==> config.mk <==
export PLATFORM = sky130hd
export DESIGN_NAME = flow_pause_unit
export DESIGN_NICKNAME = d
export VERILOG_FILES = /design/src/rtl/flow_pause_pkg.sv /design/src/rtl/pause_frame_parser.sv /design/src/rtl/pause_quanta_timer.sv /design/src/rtl/flow_pause_unit.sv
export SDC_FILE = /design/constraint.sdc
export NUM_CORES = 1
export LEC_CHECK = 0
export BUFFER_PORTS_ARGS = -buffer_cell sky130_fd_sc_hd__buf_2
export CAP_MARGIN = 25
export CORE_ASPECT_RATIO = 1.75
export CORE_MARGIN = 2
export CORE_UTILIZATION = 61
export CTS_CLUSTER_SIZE = 24
export DETAILED_ROUTE_END_ITERATION = 10
export PLACE_DENSITY_LB_ADDON = 0.1
export SETUP_SLACK_MARGIN = 0.05
export SLEW_MARGIN = 15
export SYNTH_ARGS = -nofsm -noshare
export SYNTH_HDL_FRONTEND = slang
export SYNTH_SLANG_ARGS = --single-unit
==> constraint.sdc <==
create_clock -name clk -period 3.54 [get_ports clk]
set_input_delay 0.177 -clock clk [delete_from_list [all_inputs] [get_ports clk]]
set_output_delay 0.177 -clock clk [all_outputs]
set_load 0.01 [all_outputs]
==> src/rtl/flow_pause_pkg.sv <==
// Shared constants for the PAUSE receiver: header match bytes and field sizes.
// Assumes the header is checked byte by byte in arrival order.
package flow_pause_pkg;
    localparam int QUANTA_W = 16;
    localparam int HDR_LEN  = 16;
    localparam int VAL_HI   = 16;
    localparam int VAL_LO   = 17;

    // Expected byte at a header offset (destination, type, opcode); the
    // source address (offsets 6..11) matches anything.
    function automatic logic [8:0] hdr_byte(input int idx);
        logic [8:0] r;
        case (idx)
            0:  r = {1'b1, 8'h01};
            1:  r = {1'b1, 8'h80};
            2:  r = {1'b1, 8'hC2};
            3:  r = {1'b1, 8'h00};
            4:  r = {1'b1, 8'h00};
            5:  r = {1'b1, 8'h01};
            12: r = {1'b1, 8'h88};
            13: r = {1'b1, 8'h08};
            14: r = {1'b1, 8'h00};
            15: r = {1'b1, 8'h01};
            default: r = {1'b0, 8'h00};
        endcase
        return r;
    endfunction
endpackage

==> src/rtl/pause_frame_parser.sv <==
// Parses the receive byte stream, checks the control header, captures the
// hold-off value and at end of frame registers the accept decision.
// Assumes rx_sof and rx_eof come with rx_valid and that eof marks the last
// CRC byte; bytes outside a frame are ignored.
module pause_frame_parser
    import flow_pause_pkg::*;
#(
    parameter int MIN_FRAME = 64
) (
    input  logic                clk,
    input  logic                rst_n,
    input  logic                rx_valid,
    input  logic                rx_sof,
    input  logic                rx_eof,
    input  logic [7:0]          rx_byte,
    input  logic                rx_crc_ok,
    input  logic                flow_en,
    input  logic                pass_all,
    output logic                ctrl_pulse_q,
    output logic                drop_q,
    output logic                load_q,
    output logic [QUANTA_W-1:0] value_q
);
    localparam int IW = $clog2(MIN_FRAME + 1);

    logic [IW-1:0]       idx_q;
    logic [IW-1:0]       cur_idx;
    logic                in_frame_q;
    logic                match_q;
    logic                match_n;
    logic                byte_ok;
    logic                active;
    logic                long_enough;
    logic                accept;
    logic [8:0]          want;
    logic [QUANTA_W-1:0] val_acc_q;
    logic [QUANTA_W-1:0] val_n;

    // Per-byte decode: index, header compare, value capture, accept.
    always_comb begin
        active      = rx_valid && (rx_sof || in_frame_q);
        cur_idx     = rx_sof ? '0 : idx_q;
        want        = hdr_byte(int'(cur_idx));
        byte_ok     = (int'(cur_idx) >= HDR_LEN) || !want[8] || (rx_byte == want[7:0]);
        match_n     = (rx_sof || match_q) && byte_ok;
        val_n       = val_acc_q;
        if (int'(cur_idx) == VAL_HI) val_n = {rx_byte, val_acc_q[7:0]};
        if (int'(cur_idx) == VAL_LO) val_n = {val_acc_q[15:8], rx_byte};
        long_enough = int'(cur_idx) >= (MIN_FRAME - 1);
        accept      = active && rx_eof && match_n && long_enough && rx_crc_ok;
    end

    // Frame tracking state: saturating byte index, match flag, value.
    always_ff @(posedge clk) begin
        if (!rst_n) begin
            idx_q      <= '0;
            in_frame_q <= 1'b0;
            match_q    <= 1'b0;
            val_acc_q  <= '0;
        end else if (active) begin
            idx_q      <= (int'(cur_idx) < MIN_FRAME) ? cur_idx + 1'b1 : cur_idx;
            in_frame_q <= !rx_eof;
            match_q    <= match_n;
            val_acc_q  <= val_n;
        end
    end

    // End-of-frame results, registered with the controls sampled at eof.
    always_ff @(posedge clk) begin
        if (!rst_n) begin
            ctrl_pulse_q <= 1'b0;
            drop_q       <= 1'b0;
            load_q       <= 1'b0;
            value_q      <= '0;
        end else begin
            ctrl_pulse_q <= accept;
            drop_q       <= accept && !pass_all;
            load_q       <= accept && flow_en;
            if (accept) value_q <= val_n;
        end
    end
endmodule

==> src/rtl/pause_quanta_timer.sv <==
// Hold-off timer: loads a quanta count and decrements it once per slot of
// SLOT_CYCLES clocks; drives a registered hold flag while nonzero.
// Assumes a load restarts the slot prescaler from zero.
module pause_quanta_timer
    import flow_pause_pkg::*;
#(
    parameter int SLOT_CYCLES = 128
) (
    input  logic                clk,
    input  logic                rst_n,
    input  logic                load,
    input  logic [QUANTA_W-1:0] load_val,
    output logic                hold_q
);
    localparam int PW = (SLOT_CYCLES > 1) ? $clog2(SLOT_CYCLES) : 1;
    localparam logic [PW-1:0] PS_LAST = PW'(SLOT_CYCLES - 1);

    logic [QUANTA_W-1:0] quanta_q;
    logic [QUANTA_W-1:0] quanta_n;
    logic [PW-1:0]       ps_q;
    logic [PW-1:0]       ps_n;

    // Next timer state: reload wins, otherwise count down while nonzero.
    always_comb begin
        quanta_n = quanta_q;
        ps_n     = ps_q;
        if (load) begin
            quanta_n = load_val;
            ps_n     = '0;
        end else if (quanta_q != '0) begin
            if (ps_q == PS_LAST) begin
                ps_n     = '0;
                quanta_n = quanta_q - 1'b1;
            end else begin
                ps_n = ps_q + 1'b1;
            end
        end
    end

    // Timer registers and registered hold output.
    always_ff @(posedge clk) begin
        if (!rst_n) begin
            quanta_q <= '0;
            ps_q     <= '0;
            hold_q   <= 1'b0;
        end else begin
            quanta_q <= quanta_n;
            ps_q     <= ps_n;
            hold_q   <= (quanta_n != '0);
        end
    end
endmodule

==> src/rtl/flow_pause_unit.sv <==
// Top of the PAUSE receiver: parser feeding the hold-off timer.
// Assumes the receive stream is already on the transmit clock.
module flow_pause_unit
    import flow_pause_pkg::*;
#(
    parameter int MIN_FRAME   = 64,
    parameter int SLOT_CYCLES = 128
) (
    input  logic       clk,
    input  logic       rst_n,
    input  logic       rx_valid,
    input  logic       rx_sof,
    input  logic       rx_eof,
    input  logic [7:0] rx_byte,
    input  logic       rx_crc_ok,
    input  logic       flow_en,
    input  logic       pass_all,
    output logic       tx_hold,
    output logic       ctrl_rx_pulse,
    output logic       frame_discard
);
    logic                load;
    logic [QUANTA_W-1:0] value;
    logic                pulse;
    logic                drop;
    logic                hold;

    pause_frame_parser #(.MIN_FRAME(MIN_FRAME)) u_parser (
        .clk(clk), .rst_n(rst_n), .rx_valid(rx_valid), .rx_sof(rx_sof),
        .rx_eof(rx_eof), .rx_byte(rx_byte), .rx_crc_ok(rx_crc_ok),
        .flow_en(flow_en), .pass_all(pass_all),
        .ctrl_pulse_q(pulse), .drop_q(drop), .load_q(load), .value_q(value)
    );

    pause_quanta_timer #(.SLOT_CYCLES(SLOT_CYCLES)) u_timer (
        .clk(clk), .rst_n(rst_n), .load(load), .load_val(value), .hold_q(hold)
    );

    assign tx_hold       = hold;
    assign ctrl_rx_pulse = pulse;
    assign frame_discard = drop;
endmodule

==> results of run 1 <==
## through the flow
step | cell area, um^2 | setup slack, ns | util, % | hold WS, ns | instances
after floorplan | 3490 | 0.903 | - | 0.249 | 392
after global placement | 3580 | 0.768 | 64.6 | 0.333 | 465
after detailed placement | 3580 | 0.740 | 64.6 | 0.338 | 465
after CTS | 3770 | 0.726 | 68.0 | 0.00293 | 482
after global routing | 3770 | 0.616 | 68.0 | 0.0200 | 482
final | 3770 | 0.730 | 68.0 | 0.0273 | 482
## sequential cells by signal, summed over array words and instances (netlist names)
name	cells
u_parser.ctrl_pulse_q	1
u_parser.drop_q	1
u_parser.idx_q	7
u_parser.in_frame_q	1
u_parser.load_q	1
u_parser.match_q	1
u_parser.val_acc_q	16
u_parser.value_q	16
u_timer.hold_q	1
u_timer.ps_q	7
u_timer.quanta_q	16
## logic make-up (layout without fill, tap and decap cells)
group / count (synthesis) / after routing
compound gates: 80 / 80
fa+ha+maj: 5 / 5
buf+inv: 33 / 47
simple gates: 146 / 146
mux: 40 / 40
flops: 68 / 68
xor+xnor: 20 / 20
## metal layers
metal	GRT usage, %	routed length (um)	vias to the layer above
met5	0	0	-
met4	14.1	317	0
met3	4.85	221	24
met2	46.7	4340	55
met1	29.1	2960	1361
li1	-	-	1443
## layout by cell type (no fill, tap or decap), types with 10 or more instances in the layout
cell	Yosys	final
dfxtp_1	68	68
buf_2	2	18
nor2_1	48	48
a21oi_1	22	22
nand3_1	10	10
nand2_1	17	17
clkbuf_8	1	12
xnor2_1	11	11
o21ai_0	10	10
mux2i_1	39	39
a211oi_1	19	19
## worst max-delay path, delay by kind of cell (launching register included)
| kind | cells | cell delay [ns] |
|---|---|---|
| adders and majority gates | 1 | 0.18 |
| xor gates and xnor gates | 1 | 0.06 |
| AOI/OAI and AO/OA | 1 | 0.41 |
| and+or+nand+nor | 4 | 1.47 |
| buffers and inverters | 1 | 0.08 |
| muxes | 1 | 0.16 |
| DFF | 1 | 0.33 |
## cell type report
| type | count | area, um^2 |
|---|---|---|
| clock buffer | 15 | 176 |
| clock inverter | 1 | 5.00 |
| fill | 495 | 1770 |
| inverter | 7 | 26.3 |
| multi-input combinational | 291 | 1970 |
| sequential | 68 | 1360 |
| tap | 76 | 95.1 |
| timing repair buffer | 24 | 138 |
## worst max-delay path by stage
stage	startpoint	end	slack, ns	cells past startpoint
finish	u_timer.quanta_q[0]	u_timer.hold_q	0.73	9
global route	u_timer.quanta_q[0]	u_timer.hold_q	0.62	9
CTS	u_timer.quanta_q[0]	u_timer.hold_q	0.73	9
detailed placement	u_timer.quanta_q[0]	u_timer.hold_q	0.74	9
global placement	u_timer.quanta_q[0]	u_timer.hold_q	0.77	9
floorplan	u_timer.quanta_q[2]	u_timer.hold_q	0.90	8
## Yosys cell counts, drive strengths merged, types with 2 or more instances
| library cell | number | share of area (%) |
|---|---|---|
| dfxtp | 68 | 39 |
| nor2 | 48 | 5.2 |
| mux2i | 39 | 11 |
| a21oi | 22 | 3.2 |
| clkbuf | 21 | 2.6 |
| a211oi | 19 | 4.1 |
| nand2 | 18 | 2.0 |
| o21ai | 12 | 1.7 |
| xnor2 | 11 | 2.8 |
| and2 | 10 | 1.8 |
| nand3 | 10 | 1.4 |
| nor3 | 9 | 1.3 |
| xor2 | 9 | 2.3 |
| nand4 | 7 | 1.3 |
| or4 | 7 | 2.0 |
| and3 | 6 | 1.1 |
| inv | 6 | 0.65 |
| a31oi | 5 | 0.90 |
| ha | 5 | 1.8 |
| nor4b | 5 | 1.3 |
| buf | 4 | 0.93 |
| nor2b | 4 | 0.72 |
| nor4 | 4 | 0.72 |
| nand2b | 3 | 0.54 |
| o21a | 3 | 0.65 |
| or2 | 3 | 0.54 |
| or3 | 3 | 0.54 |
| a22oi | 2 | 0.43 |
| and4 | 2 | 0.50 |
| o31ai | 2 | 0.43 |
| or3b | 2 | 0.50 |
## power by group
group / internal (uW) / switching, uW
combinational: 21.8 / 39.4
sequential: 768 / 3.73
clock: 312 / 279
## repair_timing
action	in CTS	in global routing
endpoints found under the hold margin	1	0
hold buffers	1	0
buffers inserted	0	0
resized for setup	0	0
==> impl_metrics.py, run 1 <==
metrics = {
    "status": {
        "status": "complete, no violations",
    },
    "detailed_routing": {
        "drt-wirelength-per-cell_um": 16.3,
        "drt-total-wl_mm": 7.84,
        "vias_per_cell": 5.98,
        "postRouteAntennaNets": 0,
        "drc_errors": 0,
        "detail_route.iter0.violations": 122,
        "vias": 2883,
        "first_pass_iters": 4,
    },
    "placed_design": {
        "port_buffers": 18,
        "dp_hpwl_mm": 5.91,
        "routabilityCongestion": 0.816,
    },
    "critical_path": {
        "worstReg2RegEnd": "u_timer.hold_q",
        "r2r_start": "u_timer.quanta_q[0]",
        "rr_worst_depth": 9,
        "crit_type": "reg -> reg",
        "worstPathRequired_ns": 3.77,
        "crit_fanout": 11,
        "start_kind": "flop",
        "cpPeakStageDelay_ns": 0.52,
        "cp.arrival_ns": 3.04,
        "cp-end-kind": "flop",
        "r2r_slack_ns": 0.73,
        "cp_slowest_cell": "or4_4",
        "worstPathCellList": "inv_1, ha_1, or3b_2, or4_4, nand2_2, xnor2_1, mux2i_1, or3b_1, o41a_1",
    },
    "logic_synthesis": {
        "synthXorXnorAreaFrac_pct": 5.02,
        "muxShareOfSynthArea_pct": 11.5,
        "synth-simple-area-share_pct": 22.7,
        "syn_nets": 413,
        "synthCells": 392,
        "avgSynthCellArea_um2": 8.90,
        "yosysSeqAreaShare_pct": 39.0,
        "synth_cell_types": 65,
        "synth_adder_area_share_pct": 1.79,
        "synth_edf_count": 0,
        "ys.flop_type": "dfxtp_1",
        "netlist_area_mm2": 0.00349,
        "synth_compound_area_share_pct": 15.4,
        "async_reset_ff_share_pct": 0,
        "ys_seq_elements": 68,
        "synth_top_family_by_area": "simple AND/OR/NAND/NOR gates",
        "yosys_warnings": 0,
    },
    "run": {
        "max_cap_violations": 0,
    },
    "grt": {
        "grt_use_total_pct": 26.9,
        "grt-ovfl-total": 0,
        "grt_start_max_net_pins": 39,
        "first_global_vias": 2729,
        "grt_pass1_wl_mm": 12.9,
        "antenna_found_initial": 0,
    },
    "finish": {
        "layout.nets": 422,
        "synthToLayoutAreaGrowth_pct": 8.07,
        "drive_gt1_share_pct": 13.1,
        "diodes": 0,
    },
    "worst_hold_path": {
        "min_to": "u_parser.in_frame_q",
        "hp-class": "in -> reg",
        "holdCritStartpoint": "rx_eof",
        "hold_depth": 2,
    },
    "floorplanning": {
        "die_w_um": 61.2,
        "die_area_mm2": 0.00636,
        "core_area_mm2": 0.00554,
        "num_rows": 36,
        "initial_core_util_pct": 63.0,
        "ioPinCount": 19,
        "chipHeight_um": 104,
    },
    "sta": {
        "report.final.slew_viol_count": 0,
        "clock_skew_ns": 0.00414,
        "worstMarginPinSlew_ns": 0.725,
        "finalSetupViolCount": 0,
        "relSlewSlack_pct": 51.2,
        "rsz0062_at_grt": "false",
        "fmax_mhz": 356,
        "fin_crit_ns": 2.81,
        "period_share_pct": 79.4,
        "hold_viol": 0,
        "tns_ns": 0,
    },
    "clock_network": {
        "path_clk_slew_ns": 0.07,
        "cts.sinks": 68,
        "clockBufferDepth": 2,
        "cts_tree": "done",
        "clock_latency_ns": 0.35,
        "cts_buffers": 9,
        "htree_levels": 3,
        "root_buffer": "clkbuf_8",
    },
    "pwr": {
        "power_uw": 1420,
        "vdd_drop_max_v": 0.000302,
        "p_leak_uw": 0.00163,
        "p_per_area_mw_per_mm2": 377,
    },
}
Note: power is estimated with default switching activity, not from simulation.
==> run 2: changes to the inputs <==
==> constraint.sdc (replaced) <==
create_clock -name clk -period 2.7 [get_ports clk]
set_input_delay 0.135 -clock clk [delete_from_list [all_inputs] [get_ports clk]]
set_output_delay 0.135 -clock clk [all_outputs]
set_load 0.01 [all_outputs]
==> run 2 against run 1 <==
Via count up 6.3%. Cell count up 6.8%. Critical path depth unchanged. Routed wire length is 10% higher. Largest cell class unchanged. Largest power group unchanged.
==> impl_metrics.py, run 2 (synthesis gave the netlist of run 1 again) <==
metrics = {
    "finish": {
        "final_common_cell": "dfxtp_1",
        "diodes": 0,
        "largestRegisters": "u_parser.val_acc_q: 16 flops, u_parser.value_q: 16 flops, u_timer.quanta_q: 16 flops",
        "synthToLayoutAreaGrowth_pct": 17.1,
        "layout.nets": 455,
        "fin_cells": 515,
        "final_cell_mix": "dfxtp_1, nor2_1, mux2i_1, buf_4, a21oi_1",
        "drive_gt1_share_pct": 22.3,
    },
    "critical_path": {
        "cp_slowest_cell": "or4_4",
        "worst-path-buf-inv": 1,
        "r2r_start": "u_timer.quanta_q[0]",
        "cp.arrival_ns": 2.92,
        "cpPeakStageDelay_ns": 0.59,
        "endpoint": "u_timer.hold_q",
        "worstPathCellList": "inv_2, ha_4, or3b_4, or4_4, nand2_2, xnor2_1, mux2i_1, or3b_1, o41a_1",
        "cp.depth": 9,
        "rr_worst_depth": 9,
        "start_kind": "flop",
        "crit_family": "simple AND/OR/NAND/NOR gates",
        "cp-startpoint": "u_timer.quanta_q[0]",
        "cp-end-kind": "flop",
        "worstPathRequired_ns": 2.94,
        "r2r_slack_ns": 0.02,
        "worstReg2RegEnd": "u_timer.hold_q",
        "crit_fanout": 6,
        "crit_type": "reg -> reg",
    },
    "pwr": {
        "vdd_drop_max_v": 0.000369,
        "p_leak_uw": 0.00181,
        "power_uw": 1870,
        "p_per_area_mw_per_mm2": 458,
    },
    "sta": {
        "finalSetupViolCount": 0,
        "clock_skew_ns": 0.0110,
        "hold_viol": 0,
        "fmax_mhz": 373,
        "rsz0062_at_grt": "true",
        "period_share_pct": 99.4,
        "fin_crit_ns": 2.68,
        "fin_ws_ns": 0.0157,
        "relSlewSlack_pct": 59.3,
        "worstMarginPinSlew_ns": 0.606,
        "tns_ns": 0,
        "report.final.slew_viol_count": 0,
    },
    "floorplanning": {
        "initial_core_util_pct": 63.0,
        "chipHeight_um": 104,
        "ioPinCount": 19,
        "num_rows": 36,
        "core_area_mm2": 0.00554,
        "die_area_mm2": 0.00636,
        "die_w_um": 61.2,
    },
    "grt": {
        "grt_pass1_wl_mm": 13.8,
        "first_global_vias": 3072,
        "antenna_found_initial": 0,
        "use_met1_pct": 27.2,
        "met3_usage_pct": 6.47,
        "grt_use_total_pct": 29.2,
        "use_met2_pct": 52.2,
        "grt-ovfl-total": 0,
        "grt_start_max_net_pins": 29,
        "grt_busiest_layer": "met2",
    },
    "placed_design": {
        "placedCellCount": 490,
        "dp_hpwl_mm": 6.45,
        "pre_cts_slack_ns": -0.0367,
        "routabilityCongestion": 0.911,
        "port_buffers": 18,
    },
    "run": {
        "max_cap_violations": 0,
    },
    "clock_network": {
        "path_clk_slew_ns": 0.07,
        "root_buffer": "clkbuf_8",
        "cts_tree": "done",
        "clock_latency_ns": 0.35,
        "clockBufferDepth": 2,
        "cts.sinks": 68,
        "htree_levels": 3,
        "cts_buffers": 9,
    },
    "worst_hold_path": {
        "hp-class": "in -> reg",
    },
    "detailed_routing": {
        "detail_route.iter0.violations": 139,
        "postRouteAntennaNets": 0,
        "drt-wirelength-per-cell_um": 16.8,
        "vias_per_cell": 5.95,
        "first_pass_iters": 4,
        "drt-total-wl_mm": 8.64,
        "drc_errors": 0,
        "vias": 3066,
    },
    "status": {
        "status": "complete, no violations",
    },
}
run 2: cell types whose count changed in the layout (fill, tap and decap cells not counted), sizes merged:
cell,before,now
buf,23,54
dlygate4sd3,1,3
run 2: final cells by class:
class,count,area (um^2)
Inverter,7,26.3
Clock inverter,1,5.00
Tap cell,76,95.1
Sequential cell,68,1370
Clock buffer,15,176
Fill cell,452,1450
Timing Repair Buffer,57,390
Multi-Input combinational cell,291,2030
run 2: per-stage QoR:
step	instance area, um^2	utilization, %	hold WS (ns)
3_5_place_dp	3770	68.0	0.299
6_report	4090	73.8	0.0563
3_3_place_gp	3770	68.0	0.290
2_1_floorplan	3490	-	0.207
4_1_cts	4040	72.9	0.0446
5_1_grt	4090	73.8	0.0611
run 2: worst reg2reg max path, cell delays in order, from the launching register on:
cell     delay (ns)
dfxtp_2        0.33
inv_2          0.07
ha_4           0.13
or3b_4         0.37
or4_4          0.59
nand2_2        0.10
xnor2_1        0.08
mux2i_1        0.20
or3b_1         0.39
o41a_1         0.32
run 2: how the worst min path moves through the flow:
stage / endpoint / start / cells after the start / slack, ns
CTS: u_parser.idx_q[4] / rx_valid / 2 / 0.04
detailed placement: u_parser.drop_q / pass_all / 2 / 0.30
finish: u_parser.idx_q[4] / rx_valid / 2 / 0.06
global placement: u_parser.drop_q / pass_all / 2 / 0.29
floorplan: u_parser.drop_q / pass_all / 1 / 0.21
global route: u_parser.idx_q[4] / rx_valid / 2 / 0.06
run 2: power breakdown:
part | leakage, uW | switching [uW] | internal, uW | total [uW]
combinational | 0.00117 | 54.7 | 33.5 | 88.2
clock | 0.0000937 | 364 | 409 | 773
sequential | 0.000549 | 5.37 | 1010 | 1010
total | 0.00181 | 424 | 1450 | 1870
run 2: per-layer routing:
| metal | vias to the layer above | part of all wire [%] |
|---|---|---|
| met4 | 0 | 5.2 |
| met1 | 1446 | 35 |
| met3 | 34 | 3.2 |
| met2 | 77 | 57 |
| met5 | - | 0 |
| li1 | 1509 | - |
run 2: what timing repair did:
action                     CTS  global route
hold endpoints to repair     3             0
hold buffers                 3             0
pin swaps                    4             1
buffers inserted             3             3
resized for setup           10             8
setup endpoints to repair    1            20
